$ cat src/rtl/led_pwm_pkg.sv
package led_pwm_pkg;
    localparam int CFG_W       = 17;
    localparam int CFG_FAST    = 2;
    localparam int CFG_UPD     = 6;
    localparam int CFG_SRST    = 7;
    localparam logic [CFG_W-1:0] CFG_RST = 17'h01400;

    localparam logic [1:0] MODE_PULSE = 2'd2;
    localparam logic [1:0] MODE_HIGH  = 2'd3;

    localparam logic [1:0] A_CFG  = 2'd0;
    localparam logic [1:0] A_LIM  = 2'd1;
    localparam logic [1:0] A_DLY  = 2'd2;
    localparam logic [1:0] A_ODLY = 2'd3;

    typedef enum logic [1:0] {
        ST_LOW   = 2'd0,
        ST_PULSE = 2'd1,
        ST_HIGH  = 2'd2
    } drv_state_t;
endpackage

$ cat src/rtl/led_pwm_regfile.sv
module led_pwm_regfile
    import led_pwm_pkg::*;
#(
    parameter int DATA_W = 32,
    parameter int LD_W   = 12,
    parameter int DUTY_W = 8,
    parameter int ODLY_W = 8
) (
    input  logic              clk,
    input  logic              rst_n,
    input  logic              bus_we,
    input  logic [1:0]        bus_addr,
    input  logic [DATA_W-1:0] bus_wdata,
    output logic [DATA_W-1:0] bus_rdata,
    input  logic              upd_done,
    output logic [1:0]        mode,
    output logic              fast_sel,
    output logic              upd_pend,
    output logic              soft_rst,
    output logic [DUTY_W-1:0] duty,
    output logic [LD_W-1:0]   ld_hold
);
    localparam int LIM_W = 2 * DUTY_W;
    localparam int DLY_W = 2 * LD_W;

    logic [CFG_W-1:0]  cfg_q, cfg_n;
    logic [LIM_W-1:0]  lim_q;
    logic [DLY_W-1:0]  dly_q;
    logic [ODLY_W-1:0] odly_q;
    logic wr_cfg;

    assign wr_cfg   = bus_we && (bus_addr == A_CFG);
    assign soft_rst = wr_cfg && bus_wdata[CFG_SRST];

    always_comb begin
        cfg_n = cfg_q;
        if (wr_cfg) begin
            cfg_n = bus_wdata[CFG_W-1:0];
            cfg_n[CFG_SRST] = 1'b0;
        end
        cfg_n[CFG_UPD] = (cfg_q[CFG_UPD] && !upd_done) || (wr_cfg && bus_wdata[CFG_UPD]);
    end

    always_ff @(posedge clk or negedge rst_n) begin
        if (!rst_n) begin
            cfg_q  <= CFG_RST;
            lim_q  <= '0;
            dly_q  <= '0;
            odly_q <= '0;
        end else begin
            cfg_q <= cfg_n;
            if (bus_we && bus_addr == A_LIM)  lim_q  <= bus_wdata[LIM_W-1:0];
            if (bus_we && bus_addr == A_DLY)  dly_q  <= bus_wdata[DLY_W-1:0];
            if (bus_we && bus_addr == A_ODLY) odly_q <= bus_wdata[ODLY_W-1:0];
        end
    end

    always_comb begin
        bus_rdata = '0;
        unique case (bus_addr)
            A_CFG:   bus_rdata[CFG_W-1:0]  = cfg_q;
            A_LIM:   bus_rdata[LIM_W-1:0]  = lim_q;
            A_DLY:   bus_rdata[DLY_W-1:0]  = dly_q;
            default: bus_rdata[ODLY_W-1:0] = odly_q;
        endcase
    end

    assign mode     = cfg_q[1:0];
    assign fast_sel = cfg_q[CFG_FAST];
    assign upd_pend = cfg_q[CFG_UPD];
    assign duty     = lim_q[DUTY_W-1:0];
    assign ld_hold  = dly_q[LD_W-1:0];
endmodule

$ cat src/rtl/led_pwm_timebase.sv
module led_pwm_timebase #(
    parameter int LD_W = 12,
    parameter int PH_W = 8
) (
    input  logic            clk,
    input  logic            rst_n,
    input  logic            tick_fast,
    input  logic            tick_slow,
    input  logic            fast_sel,
    input  logic            soft_rst,
    input  logic            upd_pend,
    input  logic [LD_W-1:0] ld_hold,
    output logic [LD_W-1:0] pre_cnt,
    output logic [LD_W-1:0] ld_act,
    output logic [PH_W-1:0] phase,
    output logic            wrap,
    output logic            upd_done
);
    logic tick, at_ld;

    assign tick     = fast_sel ? tick_fast : tick_slow;
    assign at_ld    = (pre_cnt == ld_act);
    assign wrap     = tick && at_ld && (phase == '1);
    assign upd_done = wrap && upd_pend;

    always_ff @(posedge clk or negedge rst_n) begin
        if (!rst_n) begin
            pre_cnt <= '0;
            phase   <= '0;
        end else if (soft_rst) begin
            pre_cnt <= '0;
            phase   <= '0;
        end else if (tick) begin
            if (at_ld) begin
                pre_cnt <= '0;
                phase   <= phase + 1'b1;
            end else begin
                pre_cnt <= pre_cnt + 1'b1;
            end
        end
    end

    always_ff @(posedge clk or negedge rst_n) begin
        if (!rst_n)        ld_act <= '0;
        else if (upd_done) ld_act <= ld_hold;
    end
endmodule

$ cat src/rtl/led_pwm_drive.sv
module led_pwm_drive
    import led_pwm_pkg::*;
#(
    parameter int PH_W = 8
) (
    input  logic            clk,
    input  logic            rst_n,
    input  logic [1:0]      mode,
    input  logic [PH_W-1:0] duty,
    input  logic [PH_W-1:0] phase,
    output logic            led_out
);
    drv_state_t state_q, state_n;

    always_comb begin
        unique case (mode)
            MODE_PULSE: state_n = ST_PULSE;
            MODE_HIGH:  state_n = ST_HIGH;
            default:    state_n = ST_LOW;
        endcase
    end

    always_ff @(posedge clk or negedge rst_n) begin
        if (!rst_n) state_q <= ST_LOW;
        else        state_q <= state_n;
    end

    always_comb begin
        unique case (state_q)
            ST_PULSE: led_out = (duty == '1) || (phase < duty);
            ST_HIGH:  led_out = 1'b1;
            default:  led_out = 1'b0;
        endcase
    end
endmodule

$ cat src/rtl/led_blink_pwm.sv
module led_blink_pwm #(
    parameter int DATA_W = 32,
    parameter int LD_W   = 12,
    parameter int PH_W   = 8,
    parameter int ODLY_W = 8
) (
    input  logic              clk,
    input  logic              rst_n,
    input  logic              bus_we,
    input  logic [1:0]        bus_addr,
    input  logic [DATA_W-1:0] bus_wdata,
    output logic [DATA_W-1:0] bus_rdata,
    input  logic              tick_fast,
    input  logic              tick_slow,
    output logic              led_out
);
    logic [1:0]      mode;
    logic            fast_sel, upd_pend, soft_rst, upd_done, wrap;
    logic [PH_W-1:0] duty, phase;
    logic [LD_W-1:0] ld_hold, ld_act, pre_cnt;

    led_pwm_regfile #(.DATA_W(DATA_W), .LD_W(LD_W), .DUTY_W(PH_W), .ODLY_W(ODLY_W)) u_regs (
        .clk(clk), .rst_n(rst_n), .bus_we(bus_we), .bus_addr(bus_addr),
        .bus_wdata(bus_wdata), .bus_rdata(bus_rdata), .upd_done(upd_done),
        .mode(mode), .fast_sel(fast_sel), .upd_pend(upd_pend), .soft_rst(soft_rst),
        .duty(duty), .ld_hold(ld_hold)
    );

    led_pwm_timebase #(.LD_W(LD_W), .PH_W(PH_W)) u_time (
        .clk(clk), .rst_n(rst_n), .tick_fast(tick_fast), .tick_slow(tick_slow),
        .fast_sel(fast_sel), .soft_rst(soft_rst), .upd_pend(upd_pend),
        .ld_hold(ld_hold), .pre_cnt(pre_cnt), .ld_act(ld_act), .phase(phase),
        .wrap(wrap), .upd_done(upd_done)
    );

    led_pwm_drive #(.PH_W(PH_W)) u_drive (
        .clk(clk), .rst_n(rst_n), .mode(mode), .duty(duty), .phase(phase),
        .led_out(led_out)
    );
endmodule

$ cat config.mk
export PLATFORM = sky130hd
export DESIGN_NAME = led_blink_pwm
export DESIGN_NICKNAME = d
export VERILOG_FILES = /design/src/rtl/led_pwm_pkg.sv /design/src/rtl/led_pwm_regfile.sv /design/src/rtl/led_pwm_timebase.sv /design/src/rtl/led_pwm_drive.sv /design/src/rtl/led_blink_pwm.sv
export SDC_FILE = /design/constraint.sdc
export NUM_CORES = 1
export LEC_CHECK = 0
export BUFFER_PORTS_ARGS = -buffer_cell sky130_fd_sc_hd__buf_2
export CAP_MARGIN = 15
export CORE_MARGIN = 2
export CORE_UTILIZATION = 40
export CTS_CLUSTER_DIAMETER = 40
export DETAILED_ROUTE_END_ITERATION = 7
export GPL_TIMING_DRIVEN = 0
export SLEW_MARGIN = 20
export SYNTH_ARGS = -nofsm -noshare
export SYNTH_HDL_FRONTEND = slang
export SYNTH_SLANG_ARGS = --single-unit
$ cat constraint.sdc
create_clock -name clk -period 2.3 [get_ports clk]
set_input_delay 0.345 -clock clk [delete_from_list [all_inputs] [get_ports clk]]
set_output_delay 0.345 -clock clk [all_outputs]
set_load 0.01 [all_outputs]
==> key figures <==
Timing
  • Fin Clk Skew: 0.00618 ns
  • Final setup TNS: 0 ns
  • Fin. max-slew vios: 0
  • Slew margin rel.: 46.4%
  • Hold slack final: 0.235 ns
  • Finish-stage setup viols: 0
  • Final Cycle Share: 97.3%
  • Min Tclk post-route: 2.24 ns
  • Hold violation total from the final report: 0
  • Slew of the pin with the lowest slew margin: 0.800 ns
  • Fmax: 447 MHz

Routing
  • Via-per-instance ratio: 5.31
  • 1st-pass router iterations: 4
  • Drt total wl: 10700 um
  • Routed Antenna Nets: 0
  • DR DRC count: 0
  • WL/cell: 16.8 um
  • Initial DRC count: 137
  • Vias: 3395

Pwr
  • Power per cell area: 835 nW/um^2
  • Peak supply drop: 0.000420 V
  • Leakage power: 2.64 nW

Placement
  • Dpl cells: 615
  • Post-detail-place hpwl: 7770 um
  • Final Wtd Congestion: 0.827
  • Port Buffers: 55

Worst setup path
  • Worst reg2reg startpoint: u_time.pre_cnt[9]
  • Crit Path Max Fanout: 6
  • FF-to-FF setup slack: 0.06 ns
  • Cell at the slowest stage of the critical path: or4_4
  • Slowest cell delay on critical path: 0.60 ns
  • Worst-path cell chain: xnor2_1, nand4_2, or4_4, or4_1, a21oi_1
  • Reg2reg end: u_time.phase[7]
  • R2R depth: 5
  • Crit path DAT: 2.49 ns
  • Worst EP required: 2.56 ns
  • Worst setup EP type: register
  • CP Class: register to register
  • CP Launch Type: register

Layout
  • Fin util: 48.6%
  • Count of non-filler cells in the finished layout: 639
  • Most frequent cells in the layout: 96 x dfrtp_1, 76 x mux2_2, 58 x buf_2, 29 x nand2_1, 20 x o21ai_0
  • Nets: 537
  • Area grow syn2layout: 18.8%
  • Final antenna diode count: 0
  • Most common cell after layout, fill and taps aside: dfrtp_1
  • Layout cell share with drive strength beyond 1: 37.8%

CTS
  • CTS buffer count: 9
  • Worst-path clk slew: 0.07 ns
  • # clock sinks: 98
  • Root buffer cell: clkbuf_16
  • CTS HTree Levels: 3
  • TritonCTS clock tree: yes
  • Skew-Pair Late Insertion Delay: 0.34 ns
  • Clk buf depth: 2

Job
  • Max-cap viol count: 0

Hold path
  • Hold Crit Depth: 2
  • Startpoint of the worst hold path: bus_wdata[17]
  • Hold EP: u_regs.dly_q[17]
  • Worst hold path type: input pin to register

Floorplan
  • Die width: 115 um
  • Core Area: 12000 um^2
  • I/O Pins: 72
  • Die height: 115 um
  • Rows: 40
  • Initial core utilization: 40.9%
  • Die area: 13100 um^2

Outcome
  • Status: complete, no violations

Global route
  • Largest net degree at the start of global routing: 58
  • Antenna violations before repair: 0
  • First-pass GRT wire length: 17500 um
  • Congestion Overflow GR: 0
  • Vias in the first global route: 3380
  • Total GRT Usage: 17.3%

Synth
  • Register area share after synthesis: 50.2%
  • Top_reg_cell synth: dfrtp_1
  • Yosys warning total: 0
  • Avg Inst Size Synth: 12.1 um^2
  • Number of flops mapped to enable cells by yosys: 0
  • Cell Area, Synth: 4890 um^2
  • Post-synthesis register bit count: 98
  • Asr flop ratio synth: 100%
  • Netlist cell types: 43
  • Gate Count Post-Synth: 405
[timing repair]
action                                  4_1_cts  5_1_grt
hold buffers                                  1        0
resized for setup                             3        4
endpoints found under the setup margin       11       22
endpoints found under the hold margin        41        0
setup buffers                                 0        7
pin swaps                                     0        5
[layer usage]
layer,wire length (um),global-route usage [%],vias to the layer above
met5,0,0,-
met4,223,7.32,0
met3,569,2.91,16
met2,5080,27.9,76
met1,4840,23.2,1694
li1,-,-,1609
[worst max-delay path: cells and delay by family (launching register included)]
family,cells,cell delay [ns]
flops,1,0.43
simple gates,3,1.31
xor+xnor,1,0.27
compound gates,1,0.15
[state kept, by name (all words and copies together), names as in the netlist]
signal           flops
u_regs.lim_q        16
u_regs.cfg_q        16
u_time.pre_cnt      12
u_time.ld_act       12
u_time.phase         8
u_drive.state_q      2
u_regs.odly_q        8
u_regs.dly_q        24
[report_power, final]
part           leakage (nW)  internal [mW]  switching, mW  total, mW
clock network         0.158          0.959          0.642       1.60
logic                  1.26          0.537          0.499       1.04
registers              1.22           2.00          0.213       2.21
[cell families after synthesis]
family | after synthesis | synth area share, %
AOI/OAI and AO/OA | 40 | 4.89
xor gates and xnor gates | 15 | 2.84
adders and majority gates | 11 | 2.82
buffers and inverters | 35 | 3.51
DFF | 98 | 50.2
muxes | 100 | 24.2
other | 1 | 0.0767
and+or+nand+nor | 105 | 11.4
[final cells by class]
class / instances / area [um^2]
Buffer: 25 / 138
Clock buffer: 10 / 229
Clock inverter: 6 / 90.1
Fill cell: 1054 / 6150
Inverter: 10 / 37.5
Multi-Input combinational cell: 279 / 2300
Sequential cell: 98 / 2450
Tap cell: 147 / 184
Timing Repair Buffer: 64 / 372
[metrics by stage]
step                power (mW)  worst slack (ns)  area [um^2]
floorplan                 2.86             0.289         4910
global placement          3.18            -0.413         5370
detailed placement        3.23            -0.409         5410
CTS                       4.84            0.0143         5750
global route              5.10           -0.0110         5810
finish                    4.85            0.0631         5810
[synth_stat cells, types with 2 or more instances]
master	count	share of area, %
mux2_2	76	18
buf_1	4	0.31
dfrtp_1	96	49
o31ai_1	2	0.31
a22o_1	2	0.36
a21oi_1	6	0.61
nand3_1	8	0.82
or4_1	3	0.46
inv_1	10	0.77
buf_4	8	1.2
buf_2	2	0.20
mux4_2	7	3.2
o211ai_1	3	0.46
nand2_1	29	2.2
nor3_1	13	1.3
and2_1	11	1.4
nand4_2	2	0.51
nand4_1	5	0.64
nor2_1	12	0.92
xnor2_1	14	2.5
nor2b_1	5	0.64
ha_1	11	2.8
dfstp_2	2	1.1
clkbuf_1	10	0.77
nor4_1	6	0.77
and3_1	5	0.64
o21ai_0	21	2.1
mux2i_1	17	3.5
[worst max path at each step]
stage	start	to	slack (ns)	cells past startpoint
3_5_place_dp	bus_addr[1]	bus_rdata[2]	-0.41	5
2_1_floorplan	u_time.pre_cnt[6]	u_time.phase[7]	0.29	5
6_report	u_time.pre_cnt[9]	u_time.phase[7]	0.06	5
5_1_grt	u_time.pre_cnt[3]	u_time.phase[7]	-0.01	5
3_3_place_gp	bus_addr[1]	bus_rdata[2]	-0.41	5
4_1_cts	u_regs.lim_q[1]	led_out	0.01	7
Power figures use the tool's default switching activity.
